$ cat src/rtl/nbb_pkg.sv
package nbb_pkg;
   typedef enum logic [2:0] {
      S_IDLE,
      S_SETUP,
      S_PULSE,
      S_HOLD,
      S_DONE
   } seq_state_t;

   typedef enum logic [1:0] {
      K_NONE,
      K_WR,
      K_RD
   } acc_kind_t;

   localparam int MODE_W = 3;
   localparam logic [MODE_W-1:0] MD_CMD  = 3'd0;
   localparam logic [MODE_W-1:0] MD_ADR  = 3'd1;
   localparam logic [MODE_W-1:0] MD_READ = 3'd2;
   localparam logic [MODE_W-1:0] MD_DATA = 3'd3;
endpackage

$ cat src/rtl/nbb_sync.sv
module nbb_sync #(
   parameter int   STAGES    = 2,
   parameter logic RESET_VAL = 1'b1
) (
   input  logic clk,
   input  logic rst_n,
   input  logic d_in,
   output logic d_out
);
   generate
      if (STAGES < 2) begin : g_bad_stages
         $error("nbb_sync: STAGES must be at least 2");
      end
   endgenerate

   logic [STAGES-1:0] chain_q;

   always_ff @(posedge clk or negedge rst_n) begin
      if (!rst_n) chain_q <= {STAGES{RESET_VAL}};
      else        chain_q <= {chain_q[STAGES-2:0], d_in};
   end

   assign d_out = chain_q[STAGES-1];
endmodule

$ cat src/rtl/nbb_mode_reg.sv
module nbb_mode_reg
   import nbb_pkg::*;
#(
   parameter int BYTE_W = 8
) (
   input  logic              clk,
   input  logic              rst_n,
   input  logic              acc,
   input  logic              req_we,
   input  logic              req_addr,
   input  logic              wr_ce,
   input  logic [MODE_W-1:0] wr_mode,
   input  logic [BYTE_W-1:0] wr_byte,
   output acc_kind_t         kind,
   output logic              ce_req,
   output logic              cle,
   output logic              ale,
   output logic [BYTE_W-1:0] dq_byte
);
   logic              ce_q;
   logic [MODE_W-1:0] mode_q;
   logic [BYTE_W-1:0] byte_q;
   logic              ctrl_wr;
   logic              wr_strobed;

   assign ctrl_wr    = req_we && !req_addr;
   assign wr_strobed = (wr_mode == MD_CMD) || (wr_mode == MD_ADR) || (wr_mode == MD_DATA);

   always_comb begin
      kind = K_NONE;
      if (ctrl_wr && wr_strobed)                         kind = K_WR;
      else if (!req_we && req_addr && mode_q == MD_READ) kind = K_RD;
   end

   always_ff @(posedge clk or negedge rst_n) begin
      if (!rst_n) begin
         ce_q   <= 1'b0;
         mode_q <= MD_READ;
         byte_q <= '0;
      end else if (acc && ctrl_wr) begin
         ce_q   <= wr_ce;
         mode_q <= wr_mode;
         if (wr_strobed) byte_q <= wr_byte;
      end
   end

   assign ce_req  = ce_q;
   assign cle     = (mode_q == MD_CMD);
   assign ale     = (mode_q == MD_ADR);
   assign dq_byte = byte_q;

   AST_LATCH_ONLY_CTRL: assert property (@(posedge clk) disable iff (!rst_n)
      !(acc && ctrl_wr) |=> ($stable(mode_q) && $stable(ce_q)));
endmodule

$ cat src/rtl/nbb_cycle_seq.sv
module nbb_cycle_seq
   import nbb_pkg::*;
#(
   parameter int BYTE_W     = 8,
   parameter int PULSE_CLKS = 3,
   parameter int HOLD_CLKS  = 2
) (
   input  logic              clk,
   input  logic              rst_n,
   input  logic              acc,
   input  acc_kind_t         kind,
   input  logic [BYTE_W-1:0] dq_in,
   output logic              idle,
   output logic              done,
   output logic              we_n,
   output logic              re_n,
   output logic              dq_oe,
   output logic              rd_sel,
   output logic [BYTE_W-1:0] rd_byte
);
   localparam int CMAX   = (PULSE_CLKS > HOLD_CLKS) ? PULSE_CLKS : HOLD_CLKS;
   localparam int CNT_W  = $clog2(CMAX + 1);
   localparam int RUN_W  = $clog2(PULSE_CLKS + 1) + 1;
   localparam logic [CNT_W-1:0] P_LAST = CNT_W'(PULSE_CLKS - 1);
   localparam logic [CNT_W-1:0] H_LAST = CNT_W'(HOLD_CLKS - 1);

   generate
      if (PULSE_CLKS < 1) begin : g_bad_pulse
         $error("nbb_cycle_seq: PULSE_CLKS must be at least 1");
      end
      if (HOLD_CLKS < 1) begin : g_bad_hold
         $error("nbb_cycle_seq: HOLD_CLKS must be at least 1");
      end
   endgenerate

   seq_state_t        state_q;
   acc_kind_t         op_q;
   logic [CNT_W-1:0]  cnt_q;
   logic [BYTE_W-1:0] rd_q;

   always_ff @(posedge clk or negedge rst_n) begin
      if (!rst_n) begin
         state_q <= S_IDLE;
         op_q    <= K_NONE;
         cnt_q   <= '0;
         rd_q    <= '0;
      end else begin
         case (state_q)
            S_IDLE: begin
               if (acc) begin
                  cnt_q <= '0;
                  op_q  <= kind;
                  state_q <= (kind == K_NONE) ? S_DONE : S_SETUP;
               end
            end
            S_SETUP: begin
               cnt_q   <= '0;
               state_q <= S_PULSE;
            end
            S_PULSE: begin
               if (cnt_q == P_LAST) begin
                  cnt_q   <= '0;
                  state_q <= S_HOLD;
                  if (op_q == K_RD) rd_q <= dq_in;
               end else begin
                  cnt_q <= cnt_q + 1'b1;
               end
            end
            S_HOLD: begin
               if (cnt_q == H_LAST) state_q <= S_DONE;
               else                 cnt_q   <= cnt_q + 1'b1;
            end
            S_DONE: begin
               state_q <= S_IDLE;
            end
            default: state_q <= S_IDLE;
         endcase
      end
   end

   assign idle    = (state_q == S_IDLE);
   assign done    = (state_q == S_DONE);
   assign we_n    = !(state_q == S_PULSE && op_q == K_WR);
   assign re_n    = !(state_q == S_PULSE && op_q == K_RD);
   assign dq_oe   = (op_q == K_WR) &&
                    (state_q == S_SETUP || state_q == S_PULSE || state_q == S_HOLD);
   assign rd_sel  = (op_q == K_RD);
   assign rd_byte = rd_q;

   // strobe width monitor
   logic [RUN_W-1:0] run_q;
   always_ff @(posedge clk or negedge rst_n) begin
      if (!rst_n)              run_q <= '0;
      else if (!we_n || !re_n) run_q <= run_q + 1'b1;
      else                     run_q <= '0;
   end

   AST_STROBES_EXCL: assert property (@(posedge clk) disable iff (!rst_n)
      !(!we_n && !re_n));
   AST_WE_WIDTH: assert property (@(posedge clk) disable iff (!rst_n)
      $rose(we_n) |-> (run_q == RUN_W'(PULSE_CLKS)));
   AST_RE_WIDTH: assert property (@(posedge clk) disable iff (!rst_n)
      $rose(re_n) |-> (run_q == RUN_W'(PULSE_CLKS)));
   AST_OE_BEFORE_WE: assert property (@(posedge clk) disable iff (!rst_n)
      $fell(we_n) |-> (dq_oe && $past(dq_oe)));
   AST_NO_OE_ON_READ: assert property (@(posedge clk) disable iff (!rst_n)
      !re_n |-> !dq_oe);
   AST_READY_PULSE: assert property (@(posedge clk) disable iff (!rst_n)
      done |=> !done);
endmodule

$ cat src/rtl/nand_bus_bridge.sv
module nand_bus_bridge
   import nbb_pkg::*;
#(
   parameter int DATA_W      = 32,
   parameter int BYTE_W      = 8,
   parameter int PULSE_CLKS  = 3,
   parameter int HOLD_CLKS   = 2,
   parameter int SYNC_STAGES = 2
) (
   input  logic              clk,
   input  logic              rst_n,
   input  logic              bus_req,
   input  logic              bus_we,
   input  logic              bus_addr,
   input  logic [DATA_W-1:0] bus_wdata,
   output logic              bus_ready,
   output logic [DATA_W-1:0] bus_rdata,
   output logic              nand_ce_n,
   output logic              nand_cle,
   output logic              nand_ale,
   output logic              nand_we_n,
   output logic              nand_re_n,
   output logic [BYTE_W-1:0] nand_dq_out,
   output logic              nand_dq_oe,
   input  logic [BYTE_W-1:0] nand_dq_in,
   input  logic              nand_rb_n
);
   localparam int CE_BIT    = DATA_W - 1;
   localparam int MODE_LSB  = CE_BIT - MODE_W;
   localparam int BYTE_LSB  = 16;
   localparam int BUSY_BIT  = 15;

   generate
      if (DATA_W != 32) begin : g_bad_width
         $error("nand_bus_bridge: field layout assumes a 32-bit bus");
      end
      if (BYTE_W != 8) begin : g_bad_byte
         $error("nand_bus_bridge: flash I/O must be 8 bits");
      end
   endgenerate

   logic      acc;
   logic      seq_idle;
   logic      rd_sel;
   logic      ce_req;
   logic      rb_sync;
   acc_kind_t kind;
   logic [BYTE_W-1:0] rd_byte;
   logic [DATA_W-1:0] rimm_q;
   logic              unused_wbits;

   assign unused_wbits = ^{bus_wdata[MODE_LSB-1:BYTE_LSB+BYTE_W], bus_wdata[BYTE_LSB-1:0]};
   assign acc = bus_req && seq_idle;

   nbb_sync #(.STAGES(SYNC_STAGES), .RESET_VAL(1'b1)) u_rb_sync (
      .clk   (clk),
      .rst_n (rst_n),
      .d_in  (nand_rb_n),
      .d_out (rb_sync)
   );

   nbb_mode_reg #(.BYTE_W(BYTE_W)) u_mode (
      .clk      (clk),
      .rst_n    (rst_n),
      .acc      (acc),
      .req_we   (bus_we),
      .req_addr (bus_addr),
      .wr_ce    (bus_wdata[CE_BIT]),
      .wr_mode  (bus_wdata[CE_BIT-1:MODE_LSB]),
      .wr_byte  (bus_wdata[BYTE_LSB+BYTE_W-1:BYTE_LSB]),
      .kind     (kind),
      .ce_req   (ce_req),
      .cle      (nand_cle),
      .ale      (nand_ale),
      .dq_byte  (nand_dq_out)
   );

   nbb_cycle_seq #(
      .BYTE_W     (BYTE_W),
      .PULSE_CLKS (PULSE_CLKS),
      .HOLD_CLKS  (HOLD_CLKS)
   ) u_seq (
      .clk     (clk),
      .rst_n   (rst_n),
      .acc     (acc),
      .kind    (kind),
      .dq_in   (nand_dq_in),
      .idle    (seq_idle),
      .done    (bus_ready),
      .we_n    (nand_we_n),
      .re_n    (nand_re_n),
      .dq_oe   (nand_dq_oe),
      .rd_sel  (rd_sel),
      .rd_byte (rd_byte)
   );

   always_ff @(posedge clk or negedge rst_n) begin
      if (!rst_n) begin
         rimm_q <= '0;
      end else if (acc) begin
         rimm_q <= '0;
         if (!bus_we && !bus_addr) rimm_q[BUSY_BIT] <= !rb_sync;
      end
   end

   always_comb begin
      bus_rdata = rimm_q;
      if (rd_sel) begin
         bus_rdata = '0;
         bus_rdata[BYTE_LSB +: BYTE_W] = rd_byte;
      end
   end

   assign nand_ce_n = !ce_req;

   AST_CLE_ALE_EXCL: assert property (@(posedge clk) disable iff (!rst_n)
      !(nand_cle && nand_ale));
   AST_LATCH_SETUP: assert property (@(posedge clk) disable iff (!rst_n)
      $fell(nand_we_n) |-> ($stable(nand_cle) && $stable(nand_ale)));
   AST_LATCH_HOLD: assert property (@(posedge clk) disable iff (!rst_n)
      $rose(nand_we_n) |=> ($stable(nand_cle) && $stable(nand_ale)));
   AST_DQ_STABLE: assert property (@(posedge clk) disable iff (!rst_n)
      (!nand_we_n && $past(!nand_we_n)) |-> $stable(nand_dq_out));
endmodule

$ cat config.mk
export PLATFORM = sky130hd
export DESIGN_NAME = nand_bus_bridge
export DESIGN_NICKNAME = d
export VERILOG_FILES = /design/src/rtl/nbb_pkg.sv /design/src/rtl/nbb_sync.sv /design/src/rtl/nbb_mode_reg.sv /design/src/rtl/nbb_cycle_seq.sv /design/src/rtl/nand_bus_bridge.sv
export SDC_FILE = /design/constraint.sdc
export NUM_CORES = 1
export LEC_CHECK = 0
export BUFFER_PORTS_ARGS = -buffer_cell sky130_fd_sc_hd__buf_2
export CORE_MARGIN = 2
export CORE_UTILIZATION = 49
export CTS_BUF_LIST = sky130_fd_sc_hd__clkbuf_8
export CTS_CLUSTER_SIZE = 20
export DETAILED_ROUTE_END_ITERATION = 7
export GPL_TIMING_DRIVEN = 0
export PLACE_DENSITY_LB_ADDON = 0.12
export RECOVER_POWER = 50
export SLEW_MARGIN = 20
export SYNTH_ARGS = -nofsm -noshare
export SYNTH_HDL_FRONTEND = slang
export SYNTH_SLANG_ARGS = --single-unit
$ cat constraint.sdc
create_clock -name clk -period 4.42 [get_ports clk]
set_input_delay 0.442 -clock clk [delete_from_list [all_inputs] [get_ports clk]]
set_output_delay 0.442 -clock clk [all_outputs]
set_load 0.1 [all_outputs]
* After elaboration in Yosys (flattened, before gate mapping)
Cells that the tools add are included.
** Operators by class
- Equal/unequal tests :: 16
- $add $sub $neg :: 1
- Muxes and demuxes :: 13
- Reductions and logical operators :: 30
** Operators by type and width (count)
- 24-bit 2-to-1 mux :: 1
- 3-bit by 2-bit equality test with 1-bit output, second input constant :: 4
- 3-bit 2-to-1 mux :: 4
- 3-bit case mux with 4 select lines :: 1
- 1-bit logical AND :: 10
- 2-bit 2-to-1 mux :: 5
- 3-bit by 1-bit equality test with 1-bit output, second input constant :: 3
- 3-bit logical NOT :: 3
- 3-bit AND reduction :: 3
- 2-bit case mux with 4 select lines :: 1
- 1-bit logical NOT :: 6
- 2-bit by 1-bit inequality test with 1-bit output, second input constant :: 3
- 2-bit by 1-bit equality test with 1-bit output, second input constant :: 2
- 2-bit equality test, second input constant :: 2
- 1-bit logical OR :: 4
- 2-bit AND reduction :: 2
- 4-bit nonzero test :: 1
- 3-bit equality test, second input constant :: 1
- 2-bit by 1-bit adder with 2-bit output, second input constant :: 1
- 2-bit logical NOT :: 1
- 2-bit inequality test, second input constant :: 1
- 1-bit 2-to-1 mux :: 1
** Storage, ports and cells
- Logic and storage cells :: 69
- Input bits :: 46
- Bits in registers :: 30
- Output and inout bits :: 47

* Logic depth before layout (Yosys ltp)
- Depth in word-level cells :: 9
- Gate-level depth with buffers :: 6
- Gate-level depth less buffers :: 6

* Cells and area by module
Synthesis repeated with hierarchy kept, for this count alone.
** Second synthesis, totals
- Cell total of the unflattened synthesis :: 137
- Area, all modules :: 1680.4 um2
** Modules (own cells, without submodules)
- nbb_cycle_seq :: times used 1, cells each 65, sequential area each 375.4 um2, area each 827.0 um2
- nbb_mode_reg :: times used 1, cells each 32, sequential area each 301.5 um2, area each 510.5 um2
- nand_bus_bridge :: times used 1, cells each 38, sequential area each 25.0 um2, area each 290.3 um2
- nbb_sync :: times used 1, cells each 2, sequential area each 52.6 um2, area each 52.6 um2

* Worst setup path after synthesis
No wires, ideal clock.
- Path kind :: register -> output
- Start :: register u_mode.mode_q[2]
- End :: output port nand_ale
- Slack :: 1386 ps
- Cell stages (with the launch flop) :: 2
- Buffers on the path :: 0
- Arrival time :: 2592 ps
- Data required time :: 3978 ps
- Cell sequence :: dfrtp_1 nor3b_1
** Between the ends
- Cells in the longest elaborated chain, start to end :: 1
** RTL lines
- start, declared :: line nbb_mode_reg.sv:21 : logic [MODE_W-1:0] mode_q;
- start signal, assigned :: line nbb_mode_reg.sv:42 : mode_q <= wr_mode;
- 3-bit by 1-bit equality test with 1-bit output :: line nbb_mode_reg.sv:49 : assign ale = (mode_q == MD_ADR);
- end, declared :: line nand_bus_bridge.sv:20 : output logic nand_ale,
Every way passes these cells.

* Final worst setup path
- Start :: register u_seq.op_q[0]
- End :: output port bus_rdata[18]
** Between the ends
- Cells in the longest elaborated chain, start to end :: 2
** RTL lines
- start, declared :: line nbb_cycle_seq.sv:37 : acc_kind_t op_q;
- start signal, assigned :: line nbb_cycle_seq.sv:52 : op_q <= kind;
- 2-bit equality test :: line nbb_cycle_seq.sv:87 : assign rd_sel = (op_q == K_RD);
- 24-bit 2-to-1 mux :: line nand_bus_bridge.sv:108 : if (rd_sel) begin
- end, declared :: line nand_bus_bridge.sv:17 : output logic [DATA_W-1:0] bus_rdata,
Every way passes these cells.

==> impl_metrics.toml <==
[detailed_routing]
first_pass_iters = 4
drtAntennaViolNets = 0
via_per_inst = 4.403
wire_per_inst_um = 10.89
first_iter_violations = 39
vias = 1158
wl_um = 2864
drcViolationCount = 0

[final_layout]
nNetsFinal = 268
mostFrequentLayoutCell = "buf_2"
multi_input_area_sq_um = 700.7
drive_gt1_share_pct = 46.58
area_growth_syn_to_layout_pct = 28.02
fillerInstances = 274
layout_common_cells = "buf_2 (44), dfrtp_1 (27), buf_4 (23), conb_1 (23), mux2_2 (17)"
diodes = 0
regArea_sq_um = 754.5

[place]
globalplace.congestion = 0.6563
dp_hpwl_um = 2253
numPortBuffers = 49

[hold_path]
worstHoldPathType = "input port to flip-flop"
min_to = "u_rb_sync.chain_q[0]$_DFF_PN1_"
min_path_cells = 1
worstHoldStart = "nand_rb_n"

[cts]
cts_buffers = 5
cts_sinks = 30
post_cts_resize_count = 0
h-tree-depth = 2
post_cts_buffers = 0
clk_latency_ns = 0.28
root_buffer = "clkbuf_8"
cts.clk_slew.worst_paths_ns = 0.06
cts_tree = "done"
clk_path_buf_depth = 2
cts_hold_buf = 0

[setup_path]
ff2ff_path_depth = 6
max_stage_delay_ns = 0.42
critPathMaxFanout = 10
timing.rr.end = "u_mode.dq_byte[6]$_DFFE_PN0P_"
r2r-start = "u_seq.state_q[0]$_DFFE_PN0P_"
crit_chain = "nor2b_1 -> clkbuf_1 -> and2_1 -> buf_2"
cpMaxStageDelayCell = "buf_2"
worst_ep_required_time_ns = 3.98
critical_path_class = "flip-flop to output pin"
crit_arrival_ns = 1.73
end_kind = "output pin"
reg2reg_slack_ns = 2.52
startpoint_type = "flip-flop"

[synthesis]
synth_edf_count = 0
synthTopCellsByArea = "dfrtp_1 (42%), mux2_2 (12%), buf_4 (11%)"
yosys.area.top_type = "dfrtp_1"
yosysWarnings = 0
synthFlopType = "dfrtp_1"
async_flop_share_pct = 100.0
yosysTopAreaCellShare_pct = 42.02
ys_ff_latch = 30
avgSynthCellArea_sq_um = 11.48
syn-cell-area_sq_um = 1608
syn_inst = 140
yosysSeqAreaShare_pct = 46.93
ys_types = 33

[global_routing]
grt_pass1_wl_um = 4395
gr-total-overflow = 0
grt_pass1_vias = 1043
grt.total_usage_pct = 16.39
antenna_found_initial = 0
grt_max_degree = 31

[sta]
finalSetupTns_ns = 0
slew_headroom_pct = -4.499
slew_violations = 31
clock_skew_ns = 0.002237
tightest_slew_ns = 1.567
hold_violations = 0
final-setup-viol-count = 0
rsz0062_at_grt = "no"
min_period_ns = 2.175
period_share_pct = 49.21
whs_ns = 0.2573
max_freq_ghz = 0.4598

[power]
p_leak_uw = 0.001075
ir_worst_vdd_mv = 0.6231
powerDensity_nw_per_um2 = 712.0

[die]
io_pins = 93
die-area_sq_um = 3755
rows = 20
die_h_um = 61.28
start_util_pct = 52.24
core_sq_um = 3078
die_width_um = 61.28

[outcome]
status = "finished with violations"
violations = "max-capacitance violations, max-slew violations"

[job]
max_cap_violations = 1
## registers in the layout, indices dropped and copies added, names as in the netlist
register           count
rimm_q                 1
u_mode.ce_req          1
u_seq.cnt_q            2
u_seq.rd_byte          8
u_seq.op_q             2
u_rb_sync.chain_q      2
u_mode.mode_q          3
u_seq.state_q          3
u_mode.dq_byte         8
## worst max-delay path by stage
| stage | start | endpoint | slack, ns |
|---|---|---|---|
| after CTS | u_seq.op_q[0]$_DFFE_PN0P_ | bus_rdata[17] | 2.22 |
| after detailed placement | u_seq.op_q[0]$_DFFE_PN0P_ | bus_rdata[17] | 2.53 |
| final | u_seq.op_q[0]$_DFFE_PN0P_ | bus_rdata[18] | 2.25 |
| after global placement | u_seq.op_q[0]$_DFFE_PN0P_ | bus_rdata[17] | 2.56 |
| after floorplan | u_mode.mode_q[2]$_DFFE_PN0P_ | nand_ale | 1.39 |
| after global routing | u_seq.op_q[0]$_DFFE_PN0P_ | bus_rdata[21] | 2.14 |
## power breakdown
group	switching, uW	internal (uW)	leakage (uW)
sequential	56.9	354	0.000367
clock	104	125	0.0000472
combinational	662	164	0.000661
## per-stage QoR
step	cell area [sq um]	power, uW	std cells	setup slack [ns]	utilization [%]
CTS	2086	1494	263	2.218	67.76
finish	2058	1465	263	2.245	66.87
global route	2058	1530	263	2.139	66.87
global placement	1991	1243	255	2.558	64.67
detailed placement	1991	1262	255	2.530	64.67
floorplan	1690	1138	162	1.386	-
## synthesized netlist by cell type (2+ instances only)
| cell | instances |
|---|---|
| and2_1 | 8 |
| buf_4 | 23 |
| buf_6 | 2 |
| dfrtp_1 | 27 |
| dfstp_2 | 3 |
| ha_1 | 4 |
| inv_1 | 3 |
| mux2_2 | 17 |
| mux2_4 | 4 |
| mux2i_1 | 2 |
| nand2_1 | 9 |
| nand2b_1 | 4 |
| nor2_1 | 3 |
| nor2b_1 | 4 |
| nor3_1 | 5 |
| o21ai_0 | 3 |
| o31ai_1 | 2 |
| or3_1 | 2 |
## cells by family (layout without fill, tap and decap cells)
family / Yosys count / after routing / share of synthesized area, %
multiplexers: 23 / 23 / 16.89
AO/OA/AOI/OAI: 8 / 8 / 3.191
other: 1 / 23 / 0.2332
AND/OR/NAND/NOR: 44 / 44 / 16.26
adder cells (fa/ha/maj): 4 / 4 / 3.113
flip-flops: 30 / 30 / 46.93
buffers and inverters: 30 / 87 / 13.38
## cell type report
cell class	instances	share of cell area [%]
Buffer	27	9.848
Clock buffer	6	4.012
Clock inverter	2	0.6079
Inverter	3	0.5471
Multi-Input combinational cell	102	34.04
Sequential cell	30	36.66
Tap cell	44	2.675
Timing Repair Buffer	49	11.61
## routing by layer
layer,track usage [%],routed length [um],up-vias
li1,-,-,576
met1,19.95,1200,525
met2,26.75,1366,53
met3,5.672,276,4
met4,6.522,21,0
met5,0,0,-
## critical path: cells and delay by family (launching register included)
kind | cells | cell delay, ns
buf+inv | 2 | 0.73
simple gates | 2 | 0.32
flops | 1 | 0.40
(Power assumes the default switching activity.)
